[src/rtl/sir_pkg.sv]
package sir_pkg;

    localparam int unsigned SRC_W  = 32;
    localparam int unsigned ADDR_W = 3;
    localparam int unsigned GDIS_BIT = 31;

    // positions of the disable mask that no write may alter
    localparam logic [SRC_W-1:0] LOCK_MASK = 32'h4FB2_007F;
    // disable mask after reset
    localparam logic [SRC_W-1:0] DIS_RESET = 32'h004D_FF80;

    typedef enum logic [ADDR_W-1:0] {
        WA_PEND   = 3'd0,
        WA_DIS    = 3'd1,
        WA_ENABLE = 3'd2,
        WA_MASK   = 3'd3,
        WA_TARGET = 3'd4
    } word_addr_e;

endpackage

[src/rtl/sir_line_front.sv]
module sir_line_front
    import sir_pkg::*;
#(
    parameter int unsigned LVL_W = 4,
    parameter logic [SRC_W*LVL_W-1:0] LEVEL_MAP = 128'hFEDC_BA98_7654_3210_FEDC_BA98_7654_3210,
    localparam int unsigned NLVL = 1 << LVL_W
) (
    input  logic             clk,
    input  logic             rst_n,
    input  logic [SRC_W-1:0] irq_in,
    output logic [SRC_W-1:0] rise,
    output logic [SRC_W-1:0] fall,
    output logic [NLVL-1:0]  set_lvls,
    output logic [NLVL-1:0]  clr_lvls
);

    logic [SRC_W-1:0] line_d, line_q;
    logic [SRC_W-1:0] live;

    for (genvar i = 0; i < SRC_W; i++) begin : g_line
        assign live[i] = (LEVEL_MAP[i*LVL_W +: LVL_W] != '0);
        assign rise[i] = live[i] &  irq_in[i] & ~line_q[i];
        assign fall[i] = live[i] & ~irq_in[i] &  line_q[i];
    end

    always_comb begin
        line_d   = irq_in;
        set_lvls = '0;
        clr_lvls = '0;
        for (int i = 0; i < SRC_W; i++) begin
            if (rise[i]) set_lvls[LEVEL_MAP[i*LVL_W +: LVL_W]] = 1'b1;
            if (fall[i]) clr_lvls[LEVEL_MAP[i*LVL_W +: LVL_W]] = 1'b1;
        end
    end

    always_ff @(posedge clk or negedge rst_n) begin
        if (!rst_n) line_q <= '0;
        else        line_q <= line_d;
    end

endmodule

[src/rtl/sir_level_max.sv]
module sir_level_max
    import sir_pkg::*;
#(
    parameter int unsigned LVL_W = 4,
    parameter logic [SRC_W*LVL_W-1:0] LEVEL_MAP = 128'hFEDC_BA98_7654_3210_FEDC_BA98_7654_3210,
    localparam int unsigned DEPTH = $clog2(SRC_W)
) (
    input  logic [SRC_W-1:0] active,
    output logic [LVL_W-1:0] max_lvl
);

    for (genvar s = 0; s <= DEPTH; s++) begin : g_stg
        localparam int unsigned CNT = SRC_W >> s;
        logic [LVL_W-1:0] v [CNT];
        if (s == 0) begin : g_leaf
            for (genvar i = 0; i < CNT; i++) begin : g_in
                assign v[i] = active[i] ? LEVEL_MAP[i*LVL_W +: LVL_W] : '0;
            end
        end else begin : g_red
            for (genvar j = 0; j < CNT; j++) begin : g_pair
                assign v[j] = (g_stg[s-1].v[2*j] > g_stg[s-1].v[2*j+1])
                            ? g_stg[s-1].v[2*j] : g_stg[s-1].v[2*j+1];
            end
        end
    end

    assign max_lvl = g_stg[DEPTH].v[0];

endmodule

[src/rtl/sir_bus_port.sv]
module sir_bus_port
    import sir_pkg::*;
#(
    parameter int unsigned CPU_W = 4
) (
    input  logic [ADDR_W-1:0] bus_addr,
    input  logic              bus_wr,
    input  logic [SRC_W-1:0]  bus_wdata,
    input  logic [SRC_W-1:0]  pend,
    input  logic [SRC_W-1:0]  dis,
    input  logic [CPU_W-1:0]  tgt,
    output logic              ena_we,
    output logic [SRC_W-1:0]  ena_bits,
    output logic [SRC_W-1:0]  dis_bits,
    output logic              tgt_we,
    output logic [CPU_W-1:0]  tgt_val,
    output logic [SRC_W-1:0]  rdata
);

    logic [SRC_W-1:0] wr_free;

    assign wr_free  = bus_wdata & ~LOCK_MASK;
    assign ena_we   = bus_wr && (bus_addr == WA_ENABLE);
    assign ena_bits = ena_we ? wr_free : '0;
    assign dis_bits = (bus_wr && (bus_addr == WA_MASK)) ? wr_free : '0;
    assign tgt_we   = bus_wr && (bus_addr == WA_TARGET);
    assign tgt_val  = bus_wdata[CPU_W-1:0];

    always_comb begin
        rdata = '0;
        case (bus_addr)
            WA_PEND:   rdata = pend & ~(SRC_W'(1) << GDIS_BIT);
            WA_DIS:    rdata = dis;
            WA_TARGET: rdata = SRC_W'(tgt);
            default:   rdata = '0;
        endcase
    end

endmodule

[src/rtl/sys_irq_router.sv]
module sys_irq_router
    import sir_pkg::*;
#(
    parameter int unsigned LVL_W = 4,
    parameter int unsigned CPU_W = 4,
    parameter logic [SRC_W*LVL_W-1:0] LEVEL_MAP = 128'hFEDC_BA98_7654_3210_FEDC_BA98_7654_3210,
    localparam int unsigned NLVL = 1 << LVL_W,
    localparam int unsigned NUM_CPUS = 1 << CPU_W
) (
    input  logic                clk,
    input  logic                rst_n,
    input  logic [SRC_W-1:0]    irq_lines,
    input  logic [NUM_CPUS-1:0] cpu_busy,
    input  logic [ADDR_W-1:0]   bus_addr,
    input  logic                bus_wr,
    input  logic [SRC_W-1:0]    bus_wdata,
    output logic [SRC_W-1:0]    bus_rdata,
    output logic                req_valid,
    output logic [LVL_W-1:0]    req_level,
    output logic [CPU_W-1:0]    req_cpu,
    output logic [NUM_CPUS-1:0] cpu_wake,
    output logic [NLVL-1:0]     lvl_set,
    output logic [NLVL-1:0]     lvl_clr,
    output logic [CPU_W-1:0]    lvl_cpu
);

    typedef struct packed {
        logic [SRC_W-1:0]    pend;
        logic [SRC_W-1:0]    dis;
        logic [CPU_W-1:0]    tgt;
        logic [NLVL-1:0]     lvl_set;
        logic [NLVL-1:0]     lvl_clr;
        logic [CPU_W-1:0]    lvl_cpu;
        logic                trig;
        logic                req_valid;
        logic [LVL_W-1:0]    req_level;
        logic [CPU_W-1:0]    req_cpu;
        logic [NUM_CPUS-1:0] wake;
    } state_t;

    localparam state_t ST_RESET = '{
        pend:      '0,
        dis:       DIS_RESET,
        tgt:       '0,
        lvl_set:   '0,
        lvl_clr:   '0,
        lvl_cpu:   '0,
        trig:      1'b0,
        req_valid: 1'b0,
        req_level: '0,
        req_cpu:   '0,
        wake:      '0
    };

    state_t state_d, state_q;

    logic [SRC_W-1:0] rise, fall;
    logic [NLVL-1:0]  set_lvls, clr_lvls;
    logic             ena_we, tgt_we;
    logic [SRC_W-1:0] ena_bits, dis_bits;
    logic [CPU_W-1:0] tgt_val;
    logic [SRC_W-1:0] eff;
    logic [LVL_W-1:0] top_lvl;
    logic             eval;
    logic [SRC_W-1:0] dis_vec;

    sir_line_front #(
        .LVL_W     (LVL_W),
        .LEVEL_MAP (LEVEL_MAP)
    ) u_front (
        .clk      (clk),
        .rst_n    (rst_n),
        .irq_in   (irq_lines),
        .rise     (rise),
        .fall     (fall),
        .set_lvls (set_lvls),
        .clr_lvls (clr_lvls)
    );

    sir_bus_port #(
        .CPU_W (CPU_W)
    ) u_bus (
        .bus_addr  (bus_addr),
        .bus_wr    (bus_wr),
        .bus_wdata (bus_wdata),
        .pend      (state_q.pend),
        .dis       (state_q.dis),
        .tgt       (state_q.tgt),
        .ena_we    (ena_we),
        .ena_bits  (ena_bits),
        .dis_bits  (dis_bits),
        .tgt_we    (tgt_we),
        .tgt_val   (tgt_val),
        .rdata     (bus_rdata)
    );

    assign eff = state_q.pend & ~state_q.dis;

    sir_level_max #(
        .LVL_W     (LVL_W),
        .LEVEL_MAP (LEVEL_MAP)
    ) u_max (
        .active  (eff),
        .max_lvl (top_lvl)
    );

    assign eval = state_q.trig && (eff != '0) && !state_q.dis[GDIS_BIT];

    always_comb begin
        state_d = state_q;
        // line edges first, then a disable write drops pending bits it masks
        state_d.pend = (state_q.pend | rise) & ~fall & ~dis_bits;
        state_d.dis  = (state_q.dis | dis_bits) & ~ena_bits;
        if (tgt_we) state_d.tgt = tgt_val;

        state_d.lvl_set = set_lvls;
        state_d.lvl_clr = clr_lvls;
        state_d.lvl_cpu = state_q.tgt;

        state_d.trig      = (rise != '0) || ena_we;
        state_d.req_valid = eval && !cpu_busy[state_q.tgt];
        state_d.req_level = (eval && !cpu_busy[state_q.tgt]) ? top_lvl : '0;
        state_d.req_cpu   = state_q.tgt;
        state_d.wake      = eval ? (NUM_CPUS'(1) << state_q.tgt) : '0;
    end

    always_ff @(posedge clk or negedge rst_n) begin
        if (!rst_n) state_q <= ST_RESET;
        else        state_q <= state_d;
    end

    assign dis_vec   = state_q.dis;
    assign req_valid = state_q.req_valid;
    assign req_level = state_q.req_level;
    assign req_cpu   = state_q.req_cpu;
    assign cpu_wake  = state_q.wake;
    assign lvl_set   = state_q.lvl_set;
    assign lvl_clr   = state_q.lvl_clr;
    assign lvl_cpu   = state_q.lvl_cpu;

endmodule

[config.mk]
export PLATFORM = sky130hd
export DESIGN_NAME = sys_irq_router
export DESIGN_NICKNAME = d
export VERILOG_FILES = /design/src/rtl/sir_pkg.sv /design/src/rtl/sir_line_front.sv /design/src/rtl/sir_level_max.sv /design/src/rtl/sir_bus_port.sv /design/src/rtl/sys_irq_router.sv
export SDC_FILE = /design/constraint.sdc
export NUM_CORES = 1
export LEC_CHECK = 0
export ABC_AREA = 0
export CAP_MARGIN = 20
export CORE_ASPECT_RATIO = 0.8
export CORE_UTILIZATION = 49
export DETAILED_ROUTE_END_ITERATION = 6
export PLACE_DENSITY = 0.81
export SLEW_MARGIN = 20
export SYNTH_ARGS = -nofsm -noshare
export SYNTH_HDL_FRONTEND = slang
export SYNTH_SLANG_ARGS = --single-unit
[constraint.sdc]
create_clock -name clk -period 6.2 [get_ports clk]
set_clock_uncertainty 0.05 [all_clocks]
set_input_delay 1.86 -clock clk [delete_from_list [all_inputs] [get_ports clk]]
set_output_delay 1.86 -clock clk [all_outputs]
set_load 0.03 [all_outputs]
==> summary by stage <==
STA
The transition time at the pin with the least slew margin is 678.0 ps. The maximum operating frequency is 175.9 MHz. Setup repair after global routing left no endpoint under its margin. The total negative slack is 0 ps. The worst hold slack is 456.9 ps. The slack of the critical path is 513.8 ps. Setup violations remaining at the end of the flow were counted as 0. The final period demand of the worst path is 5686 ps. The final clock period utilization by the worst path is 91.71%. The worst-case headroom to the max-slew limit is 53.63%. The final number of hold-violating endpoints is 0. The max-slew violation total from the final report came to 0.

Clock network
The CTS buffer count is 17. In this run the number of H-tree levels came out at 4. The post-CTS setup buffer count is 0. The maximum clock path buffer count is 2. The number of gates resized after CTS was 0. The clock transition at the registers of the reported paths is 60 ps. The root buffer cell chosen for the clock tree is sky130_fd_sc_hd__clkbuf_16. The later-pin clock latency in the skew report is 420 ps. TritonCTS built the clock tree.

The count of clock tree sinks is 137. The count of hold buffers inserted by post-cts repair is 0.

Logic synthesis
In this run, synthesis produced a sequential element count of 137. During synthesis, Yosys emitted a total of 0 warnings. The synthesized area divided by synthesized cell count is 10.91 sq um. The number of synthesized flops with an enable pin is 0. The share of synthesized registers carrying an async set or reset is 100.0%. The netlist uses 50 different library cells. The total standard cell area after synthesis is 6658 sq um. In the synthesized netlist, the number of instances is 610. The most used flip-flop cell after synthesis is sky130_fd_sc_hd__dfrtp_1. The post-synthesis sequential area ratio is 51.74%.

Detailed routing
The detailed router put a total of 7.116 mm of wire on met1. The average via count per standard cell is 5.453. Wires add up to 16.43 mm.

In this run the top signal layer used is met4. The detail route stage leaves a number of antenna-violating nets equal to 0. The count of routing violations after the opening detailed-route iteration is 244. The final routed wire length divided by cell count is 18.11 um. Across all layers, the routed design uses 4,946 vias.

After detailed routing, the met3 layer carries 1.261 mm of wire. For this run, design rule violations remaining after detail routing come to 0. Summed over all nets, wire length on met2 after detailed routing comes to 7.807 mm.

The first detailed-routing pass took 6 iterations.

GRT
The first global-routing pass estimated 26.54 mm of wire. The number of antenna violations at the first check in global routing came to 0. The global-route usage over all layers is 24.84%. The number of global-route vias before repair came to 5,138.

After global routing the overflow that remains totals 0. Entering global routing, the biggest net connects 80 pins.

Die
The total die area is 14,060 sq um. Row generation in the floorplan step produced 37 rows. The die outline height is 106.3 um. The initial core utilization is 51.00%. The placeable core region is 13,060 sq um. The width of the die is 132.3 um.

179 I/O pins were placed.

Critical path
Of all nets on the critical path, the largest fanout is 18. STA classifies the critical path startpoint as an input port. The critical path endpoint category is a primary output. For the worst setup path, the data required time is 4290 ps. Data on the critical path arrives at its endpoint at 3780 ps. The critical path is of the input port to primary output type.

Power
The power density normalized to cell area is 333.4 nW/um^2. The total power is 0.002880 W. The worst-case vdd ir drop is 0.1948 mV. For this design the static power due to leakage is 3.829 nW.

Placement
At the placement stage, the worst setup path has a slack of 541.7 ps. The wire-length estimate of the detail-placed layout is 12.03 mm. The number of buffers added on ports is 162. The routability congestion estimate is 0.8630. Once placement completed, the tool counted placed cells totaling 876.

Final layout
The layout overhead on the synthesized area is 29.73%. The fraction of final layout cells with drive strength greater than 1 is 11.20%. 0 antenna diodes ended up in the layout.

Leaving out fill and tap cells, the most frequent cell in the layout is sky130_fd_sc_hd__clkdlybuf4s50_1. The finished layout holds 907 standard cells, fillers aside. Leaving out fill and tap cells, the most frequent cells in the layout are sky130_fd_sc_hd__clkdlybuf4s50_1 (146), sky130_fd_sc_hd__dfrtp_1 (124), sky130_fd_sc_hd__a21oi_1 (73). The net count reported at finish is 831.

Min path
In this run the worst hold path is classified as register to register.

Job
Max-cap violations in this run came to 0.

Status
The run finished with clean final reports.
-- final timing paths --
check / cells past startpoint / slack [ps] / start / end
max: 5 / 510 / bus_addr[1] / bus_rdata[21]
min: 2 / 460 / u_front.line_q[7] / lvl_clr[7]
max reg2reg: 20 / 1140 / dis_vec[11] / req_level[3]
min reg2reg: 2 / 460 / u_front.line_q[7] / lvl_clr[7]
max in group asynchronous: 2 / 3510 / rst_n / state_q[105]
min in group asynchronous: 1 / 1400 / rst_n / u_front.line_q[12]
-- flip-flops by register name, indices dropped and copies added, names as in the netlist --
name / cells
req_valid: 1
req_level: 4
lvl_set: 15
req_cpu: 4
cpu_wake: 16
u_front.line_q: 30
lvl_clr: 15
dis_vec: 16
state_d: 4
state_q: 32
-- routing by layer --
| metal | up-vias | global-route usage (%) |
|---|---|---|
| li1 | 2284 | - |
| met1 | 2441 | 31.54 |
| met2 | 201 | 40.83 |
| met3 | 20 | 7.058 |
| met4 | 0 | 8.621 |
| met5 | - | 0 |
-- kinds of logic (layout without fill, tap and decap cells) --
| kind of cell | Yosys count | in the layout | share of synthesized area, % |
|---|---|---|---|
| adders and majority gates | 40 | 40 | 6.954 |
| AOI/OAI and AO/OA | 147 | 147 | 14.34 |
| buffers and inverters | 122 | 243 | 10.45 |
| and+or+nand+nor | 141 | 141 | 12.14 |
| other | 1 | 2 | 0.05633 |
| muxes | 22 | 22 | 4.322 |
| DFF | 137 | 137 | 51.74 |
-- through the flow --
stage	cell area [sq um]	utilization [%]
2_1_floorplan	6661	-
3_3_place_gp	8038	61.57
3_5_place_dp	8038	61.57
4_1_cts	8637	66.16
5_1_grt	8637	66.16
6_report	8637	66.16
-- critical path: stages --
cell and delay [ps]:
sky130_fd_sc_hd__clkdlybuf4s50_1 560, sky130_fd_sc_hd__nor3_2 240, sky130_fd_sc_hd__buf_4 260, sky130_fd_sc_hd__and2_1 160, sky130_fd_sc_hd__clkdlybuf4s50_1 680
-- synth_stat cells (2+ instances only) --
master | instances | area (sq um)
sky130_fd_sc_hd__or2_2 | 3 | 18.77
sky130_fd_sc_hd__mux2_2 | 4 | 45.04
sky130_fd_sc_hd__o21ai_0 | 13 | 65.06
sky130_fd_sc_hd__nor4_1 | 11 | 68.82
sky130_fd_sc_hd__dfrtp_1 | 124 | 3103
sky130_fd_sc_hd__a22o_1 | 18 | 157.7
sky130_fd_sc_hd__nor2_1 | 19 | 71.32
sky130_fd_sc_hd__o21a_1 | 7 | 52.55
sky130_fd_sc_hd__a211oi_1 | 2 | 15.01
sky130_fd_sc_hd__a21boi_0 | 2 | 15.01
sky130_fd_sc_hd__nor2b_1 | 34 | 212.7
sky130_fd_sc_hd__mux2i_1 | 13 | 130.1
sky130_fd_sc_hd__o22ai_1 | 3 | 18.77
sky130_fd_sc_hd__a21o_1 | 9 | 67.56
sky130_fd_sc_hd__nand3_1 | 4 | 20.02
sky130_fd_sc_hd__ha_1 | 25 | 312.8
sky130_fd_sc_hd__maj3_1 | 15 | 150.1
sky130_fd_sc_hd__a21oi_1 | 73 | 365.4
sky130_fd_sc_hd__a221oi_2 | 2 | 30.03
sky130_fd_sc_hd__nand2b_1 | 24 | 150.1
sky130_fd_sc_hd__a31oi_1 | 3 | 18.77
sky130_fd_sc_hd__nor4b_1 | 5 | 43.79
sky130_fd_sc_hd__o211ai_1 | 2 | 15.01
sky130_fd_sc_hd__inv_1 | 44 | 165.2
sky130_fd_sc_hd__mux4_1 | 2 | 52.55
sky130_fd_sc_hd__a2111oi_0 | 3 | 26.28
sky130_fd_sc_hd__and3_1 | 3 | 18.77
sky130_fd_sc_hd__nor3_1 | 8 | 40.04
sky130_fd_sc_hd__o311ai_1 | 2 | 17.52
sky130_fd_sc_hd__nor4bb_1 | 2 | 20.02
sky130_fd_sc_hd__buf_4 | 61 | 457.9
sky130_fd_sc_hd__clkbuf_1 | 15 | 56.30
sky130_fd_sc_hd__dfstp_2 | 13 | 341.6
sky130_fd_sc_hd__and2_1 | 12 | 75.07
sky130_fd_sc_hd__mux4_2 | 2 | 45.04
sky130_fd_sc_hd__nand2_1 | 14 | 52.55
-- final cells by class --
| type | count | area (sq um) |
|---|---|---|
| Clock buffer | 18 | 429.2 |
| Fill cell | 981 | 4418 |
| Clock inverter | 13 | 170.2 |
| Inverter | 44 | 165.2 |
| Timing Repair Buffer | 168 | 1680 |
| Multi-Input combinational cell | 352 | 2529 |
| Sequential cell | 137 | 3445 |
| Tap cell | 175 | 219.0 |
-- where the power goes --
| group | total [W] | switching (W) | leakage (nW) | internal (W) |
|---|---|---|---|---|
| logic | 0.000752 | 0.000421 | 1.91 | 0.000331 |
| clock network | 0.00102 | 0.000388 | 0.283 | 0.000634 |
| registers | 0.00111 | 0.0000924 | 1.63 | 0.00101 |
| total | 0.00288 | 0.000902 | 3.83 | 0.00198 |
(Power assumes the default switching activity.)
